`src/rtl/ptg_pkg.sv`:
```
package ptg_pkg;
    // width of the programmable divide field
    localparam int DIV_W = 6;
    // width of the software-visible register: divide + select + loaded
    localparam int REG_W = DIV_W + 2;

    typedef struct packed {
        logic             pre_sel;
        logic [DIV_W-1:0] div;
    } ptg_cfg_t;

    // extract the writable part of a register write
    function automatic ptg_cfg_t cfg_from_wdata(input logic [REG_W-1:0] wdata);
        ptg_cfg_t c;
        c.pre_sel = wdata[DIV_W];
        c.div     = wdata[DIV_W-1:0];
        return c;
    endfunction

    // build the read view of the register
    function automatic logic [REG_W-1:0] rdata_from_cfg(input logic loaded, input ptg_cfg_t c);
        return {loaded, c.pre_sel, c.div};
    endfunction
endpackage

```
`src/rtl/ptg_cfg_reg.sv`:
```
module ptg_cfg_reg
    import ptg_pkg::*;
(
    input  logic             clk,
    input  logic             rst,
    input  logic             wr_en,
    input  logic [REG_W-1:0] wr_data,
    output ptg_cfg_t         cfg,
    output logic             loaded,
    output logic [REG_W-1:0] rd_data
);
    ptg_cfg_t cfg_q;
    logic     loaded_q;

    always_ff @(posedge clk) begin
        if (rst) begin
            cfg_q    <= '0;
            loaded_q <= 1'b0;
        end else if (wr_en && !loaded_q) begin
            cfg_q    <= cfg_from_wdata(wr_data);
            loaded_q <= 1'b1;
        end
    end

    assign cfg     = cfg_q;
    assign loaded  = loaded_q;
    assign rd_data = rdata_from_cfg(loaded_q, cfg_q);


    loaded_sticky_chk: assert property (@(posedge clk) disable iff (rst)
        loaded_q |=> loaded_q);

    cfg_frozen_chk: assert property (@(posedge clk) disable iff (rst)
        loaded_q |=> $stable(cfg_q));

    load_on_write_chk: assert property (@(posedge clk) disable iff (rst)
        (wr_en && !loaded_q) |=> (loaded_q && cfg_q == cfg_from_wdata($past(wr_data))));
endmodule

```
`src/rtl/ptg_prescale.sv`:
```
module ptg_prescale #(
    parameter int SHIFT = 3
) (
    input  logic clk,
    input  logic rst,
    input  logic run,
    input  logic en,
    input  logic pre_sel,
    output logic step
);
    generate
        if (SHIFT == 0) begin : g_bypass
            assign step = run && en;
        end else begin : g_div
            localparam int PCW = SHIFT;
            logic [PCW-1:0] pcnt;
            logic           wrap;

            assign wrap = (pcnt == {PCW{1'b1}});

            always_ff @(posedge clk) begin
                if (rst || !run) begin
                    pcnt <= '0;
                end else if (en && pre_sel) begin
                    pcnt <= pcnt + 1'b1;
                end
            end

            assign step = run && en && (!pre_sel || wrap);


            pcnt_idle_chk: assert property (@(posedge clk) disable iff (rst)
                (!pre_sel && !$past(pre_sel)) |-> (pcnt == '0));
        end
    endgenerate
endmodule

```
`src/rtl/ptg_div_count.sv`:
```
module ptg_div_count
    import ptg_pkg::*;
(
    input  logic             clk,
    input  logic             rst,
    input  logic             run,
    input  logic             step,
    input  logic [DIV_W-1:0] div,
    output logic             tick
);
    logic [DIV_W-1:0] dcnt;
    logic             tick_q;
    logic             at_end;

    assign at_end = (dcnt == div);

    always_ff @(posedge clk) begin
        if (rst || !run) begin
            dcnt   <= '0;
            tick_q <= 1'b0;
        end else begin
            tick_q <= step && at_end;
            if (step) begin
                dcnt <= at_end ? '0 : dcnt + 1'b1;
            end
        end
    end

    assign tick = tick_q;


    dcnt_range_chk: assert property (@(posedge clk) disable iff (rst)
        run |-> (dcnt <= div));

    tick_single_chk: assert property (@(posedge clk) disable iff (rst)
        (tick_q && div != '0) |=> !tick_q);

    hold_no_step_chk: assert property (@(posedge clk) disable iff (rst)
        (run && !step) |=> (!tick_q && $stable(dcnt)));
endmodule

```
`src/rtl/ptg_tick_gen.sv`:
```
module ptg_tick_gen
    import ptg_pkg::*;
#(
    parameter int PRE_SHIFT = 3
) (
    input  logic             clk,
    input  logic             rst,
    input  logic             clk_en,
    input  logic             reg_wr,
    input  logic [REG_W-1:0] reg_wdata,
    output logic [REG_W-1:0] reg_rdata,
    output logic             tick,
    output logic             div_valid
);
    ptg_cfg_t cfg;
    logic     loaded;
    logic     step;

    ptg_cfg_reg u_cfg (
        .clk     (clk),
        .rst     (rst),
        .wr_en   (reg_wr),
        .wr_data (reg_wdata),
        .cfg     (cfg),
        .loaded  (loaded),
        .rd_data (reg_rdata)
    );

    ptg_prescale #(.SHIFT(PRE_SHIFT)) u_pre (
        .clk     (clk),
        .rst     (rst),
        .run     (loaded),
        .en      (clk_en),
        .pre_sel (cfg.pre_sel),
        .step    (step)
    );

    ptg_div_count u_cnt (
        .clk  (clk),
        .rst  (rst),
        .run  (loaded),
        .step (step),
        .div  (cfg.div),
        .tick (tick)
    );

    assign div_valid = loaded;


    tick_needs_load_chk: assert property (@(posedge clk) disable iff (rst)
        tick |-> div_valid);

    tick_needs_en_chk: assert property (@(posedge clk) disable iff (rst)
        !clk_en |=> !tick);
endmodule

```
`config.mk`:
```
export PLATFORM = sky130hd
export DESIGN_NAME = ptg_tick_gen
export DESIGN_NICKNAME = d
export VERILOG_FILES = /design/src/rtl/ptg_pkg.sv /design/src/rtl/ptg_cfg_reg.sv /design/src/rtl/ptg_prescale.sv /design/src/rtl/ptg_div_count.sv /design/src/rtl/ptg_tick_gen.sv
export SDC_FILE = /design/constraint.sdc
export NUM_CORES = 1
export LEC_CHECK = 0
export ABC_AREA = 1
export CAP_MARGIN = 5
export CELL_PAD_IN_SITES_DETAIL_PLACEMENT = 2
export CELL_PAD_IN_SITES_GLOBAL_PLACEMENT = 2
export CORE_ASPECT_RATIO = 0.5
export CORE_MARGIN = 1.5
export CORE_UTILIZATION = 28
export DETAILED_ROUTE_END_ITERATION = 10
export PLACE_DENSITY_LB_ADDON = 0.1
export SYNTH_ARGS = -nofsm -noshare
export SYNTH_HDL_FRONTEND = slang
export SYNTH_SLANG_ARGS = --single-unit
```
`constraint.sdc`:
```
create_clock -name clk -period 3.6 [get_ports clk]
set_input_delay 0.72 -clock clk [delete_from_list [all_inputs] [get_ports clk]]
set_output_delay 0.72 -clock clk [all_outputs]
set_load 0.05 [all_outputs]
```
# Word level (Yosys, flattened, before mapping)
# Index checks and enable logic that the tools add are counted.
# W data, S select, Z words.
# classes
addsub	2
muxes	1
reduce_logical	9
n_eq_ne	2
# ops
operator	count
$add A6 B1 Y6 const B	1
$eq A6 B6 Y1	1
$mux W6	1
$logic_and A1 B1 Y1	5
$add A3 B1 Y3 const B	1
$eq A3 B3 Y1 const B	1
$logic_not A1 Y1	2
$logic_or A1 B1 Y1	2
# word_totals
input_bits	12
reg_bits	18
output_inout_bits	10
elab_cells	20

# Depth between registers and ports, before layout
# depth
depth_word	4
mapped_depth	10
ltp_nobuf	10

# Hierarchy
# Synthesis repeated with hierarchy kept, for this count alone.
# hier_totals
hier_cells	159
area_unflattened_um2	1023.5
# modules_own_cells
mod	cells_each	seq_area_each_um2	area_per_inst_um2	instances
ptg_div_count	77	140.1	450.4	1
ptg_cfg_reg	57	160.2	399.1	1
ptg_prescale	25	60.1	173.9	1

# Worst setup path after synthesis
# Ideal clock, no wire load.
# synth_timing
path_type	reg-to-output
from	register u_cfg.loaded_q (netlist: u_cfg.loaded)
to	output port reg_rdata[7]
t_required_ns	2.880
path_slack_ns	1.892
stages_incl_launch_ff	2
path_buffers	1
arrival_ns	0.988
cell_sequence	dfxtp_1 buf_4
# synth_lines
element	line	rtl
start: declaration	ptg_cfg_reg.sv:13	logic loaded_q;
start signal: assignment	ptg_cfg_reg.sv:18	loaded_q <= 1'b0;
start signal: assignment	ptg_cfg_reg.sv:21	loaded_q <= 1'b1;
end: declaration	ptg_tick_gen.sv:11	output logic [REG_W-1:0] reg_rdata,
# No word-level cell between the ends.

# Final worst setup path
# layout_timing
from	register u_cfg.cfg_q (netlist bit u_cfg.cfg[6])
to	output port reg_rdata[6]
# layout_lines
element	line	rtl
start: declaration	ptg_cfg_reg.sv:12	ptg_cfg_t cfg_q;
start signal: assignment	ptg_cfg_reg.sv:20	cfg_q <= cfg_from_wdata(wr_data);
# No word-level cell between the ends.

==> flow_summary.toml <==
[clock_tree]
cts_sinks = 18
htreeDepth = 1
cts_resized = 0
ctsHoldBuffers = 0
post-cts-setup-buffer-count = 0
cts_tree = "yes"
numCtsBuffers = 3
cts_buffer_depth = 2
cts_root_buf = "clkbuf_8"
clk_transition_reported_paths_ns = 0.07
insertion_delay_ns = 0.25

[sta]
setup_slack_ns = 1.32
tightest_slew_ns = 0.493
hold_viol_final = 0
drv_slew = 0
clock-skew-final_ns = 0.00185
timing.final.crit_share_pct = 63.4
min_period_ns = 2.28
setup_viol = 0
relSlewSlack_pct = 67.0
tns_ns = 0
rsz0062_at_grt = "false"
fmax_mhz = 438

[grt]
gr-usage-all-layers_pct = 13.6
grt_max_degree = 14
grt_pass1_vias = 874
antenna_found_initial = 0
grt_overflow_total = 0
grt_first_pass_wirelength_um = 3810

[layout]
layout_commonest_cell = "nand2_1"
stdcell_count = 183
diodes = 0
finalNetCount = 160
syn2layout_area_growth_pct = 29.3
finalInstanceArea_um2 = 1160
most-common-layout-cells = "nand2_1, inv_1, nor2_1, clkdlybuf4s50_1, dfxtp_1"
drive_gt1_share_pct = 6.29

[routing]
firstDrtPassIters = 4
drtIter0Drc = 11
viasPerCell = 4.58
drt-wirelength-per-cell_um = 11.7
drc = 0
vias = 838
wirelength_um = 2150
ant_nets = 0

[floorplanning]
core_area_um2 = 3030
num_io_pins = 22
fp-row-count = 14
dieArea_um2 = 3580
die_w_um = 83.2
die_y_um = 43.1
start_util_pct = 29.7

[power_and_ir_drop]
pwr-share-clk_pct = 32.0
total_power_mw = 0.447
power_frac_comb_pct = 20.0
switching_share_pct = 29.5
p_sw_mw = 0.132
p_leak_nw = 0.477
p_per_area_nw_per_um2 = 384
peakVddDrop_v = 0.000143
internal-power_mw = 0.315
p_seq_share_pct = 48.0

[logic_synthesis]
synth_nets = 139
synthTopCellsByArea = "dfxtp_1, nand2_1, inv_1, nor2_1, a211oi_1"
syn_area_um2 = 900
synthCells = 124
synth_top_area_share_pct = 40.1
ys.warnings.count = 0
syn_avg_cell_area_um2 = 7.25
synth_cell_types = 20
ys_seq_elements = 18
ys_seq_area_share_pct = 40.1
synth_top_area_cell = "dfxtp_1"

[setup_path]
max_stage_delay_ns = 0.85
cp.required_ns = 2.88
crit_arrival_ns = 1.56
critPathMaxFanout = 5
end_kind = "output pin"
critPathSlowestCell = "clkdlybuf4s50_1"
cp_cell_sequence = "clkdlybuf4s50_1"
critPathBufInv = 1
critPathTopFamily = "buffers and inverters"
path_class = "flip-flop to output pin"
start_kind = "flip-flop"

[placed_design]
placed_area_um2 = 1120
place_inst = 180
io_buffers = 20
dp_hpwl_um = 1720
gp_congestion = 0.709
pre_cts_ws_ns = 1.47

[flow_run]
drv_cap = 0

[status]
status = "completed"

[hold_path]
hp-class = "flip-flop to flip-flop"
-- per-layer routing --
layer	vias to the layer above	global-route usage, %	routed length (um)
met4	0	2.00	0
li1	423	-	-
met3	0	5.45	117
met1	398	16.5	1080
met2	17	23.4	952
met5	-	0	0
-- worst reg2reg max path, delay by kind of cell (launching register included) --
kind | cells | cell delay (ns)
AOI/OAI and AO/OA | 2 | 0.47
DFF | 1 | 0.34
buffers and inverters | 1 | 0.07
adders and majority gates | 2 | 0.29
and+or+nand+nor | 2 | 0.19
-- cells in the mapped netlist, drive strengths merged --
cell type  number
ha              3
inv            21
nand3           4
o21ai           5
nor2           21
a211oi          6
nand4           2
buf             4
a21oi           4
dfxtp          18
xor2            3
nor3b           1
nand2          32
-- sequential cells by signal, indices dropped and copies added (netlist names) --
signal and count:
u_cnt.tick 1, u_cfg.loaded 1, u_cnt.dcnt 6, u_pre.g_div.pcnt 3
u_cfg.cfg 7
-- area by class of cell --
class / count / area, um2
inverter: 21 / 78.8
fill: 372 / 1870
timing repair buffer: 20 / 200
sequential: 18 / 360
tap: 40 / 50.0
multi-input combinational: 81 / 433
clock buffer: 3 / 41.3
-- path summary, 6_finish.rpt --
path | startpoint | endpoint | slack [ns] | cells past startpoint
max | u_cfg.cfg[6] | reg_rdata[6] | 1.32 | 1
min | u_pre.g_div.pcnt[0] | u_pre.g_div.pcnt[0] | 0.48 | 2
max reg2reg | u_pre.g_div.pcnt[1] | u_cnt.dcnt[3] | 2.14 | 7
min reg2reg | u_pre.g_div.pcnt[0] | u_pre.g_div.pcnt[0] | 0.48 | 2
-- cell families (layout without fill, tap and decap cells) --
group | Yosys count | in the layout | synth area share [%]
and+or+nand+nor | 60 | 60 | 28.5
AOI/OAI and AO/OA | 15 | 15 | 12.5
DFF | 18 | 18 | 40.1
buffers and inverters | 25 | 44 | 11.8
adders and majority gates | 3 | 3 | 4.17
xor gates and xnor gates | 3 | 3 | 2.92
-- stage by stage --
step,hold slack (ns),utilization (%)
2_1_floorplan,0.443,-
3_3_place_gp,0.462,37.0
3_5_place_dp,0.469,37.0
4_1_cts,0.481,38.4
5_1_grt,0.506,38.4
6_report,0.476,38.4
-- power by group through the flow --
| stage | Combinational, mW | Sequential (mW) | Clock (mW) |
|---|---|---|---|
| 6_report | 0.0894 | 0.214 | 0.143 |
| 2_1_floorplan | 0.0391 | 0.239 | 0 |
| 3_5_place_dp | 0.0906 | 0.219 | 0 |
| 5_1_grt | 0.0979 | 0.216 | 0.160 |
| 3_3_place_gp | 0.0894 | 0.219 | 0 |
| 4_1_cts | 0.0911 | 0.215 | 0.152 |
Power figures use the tool's default switching activity.
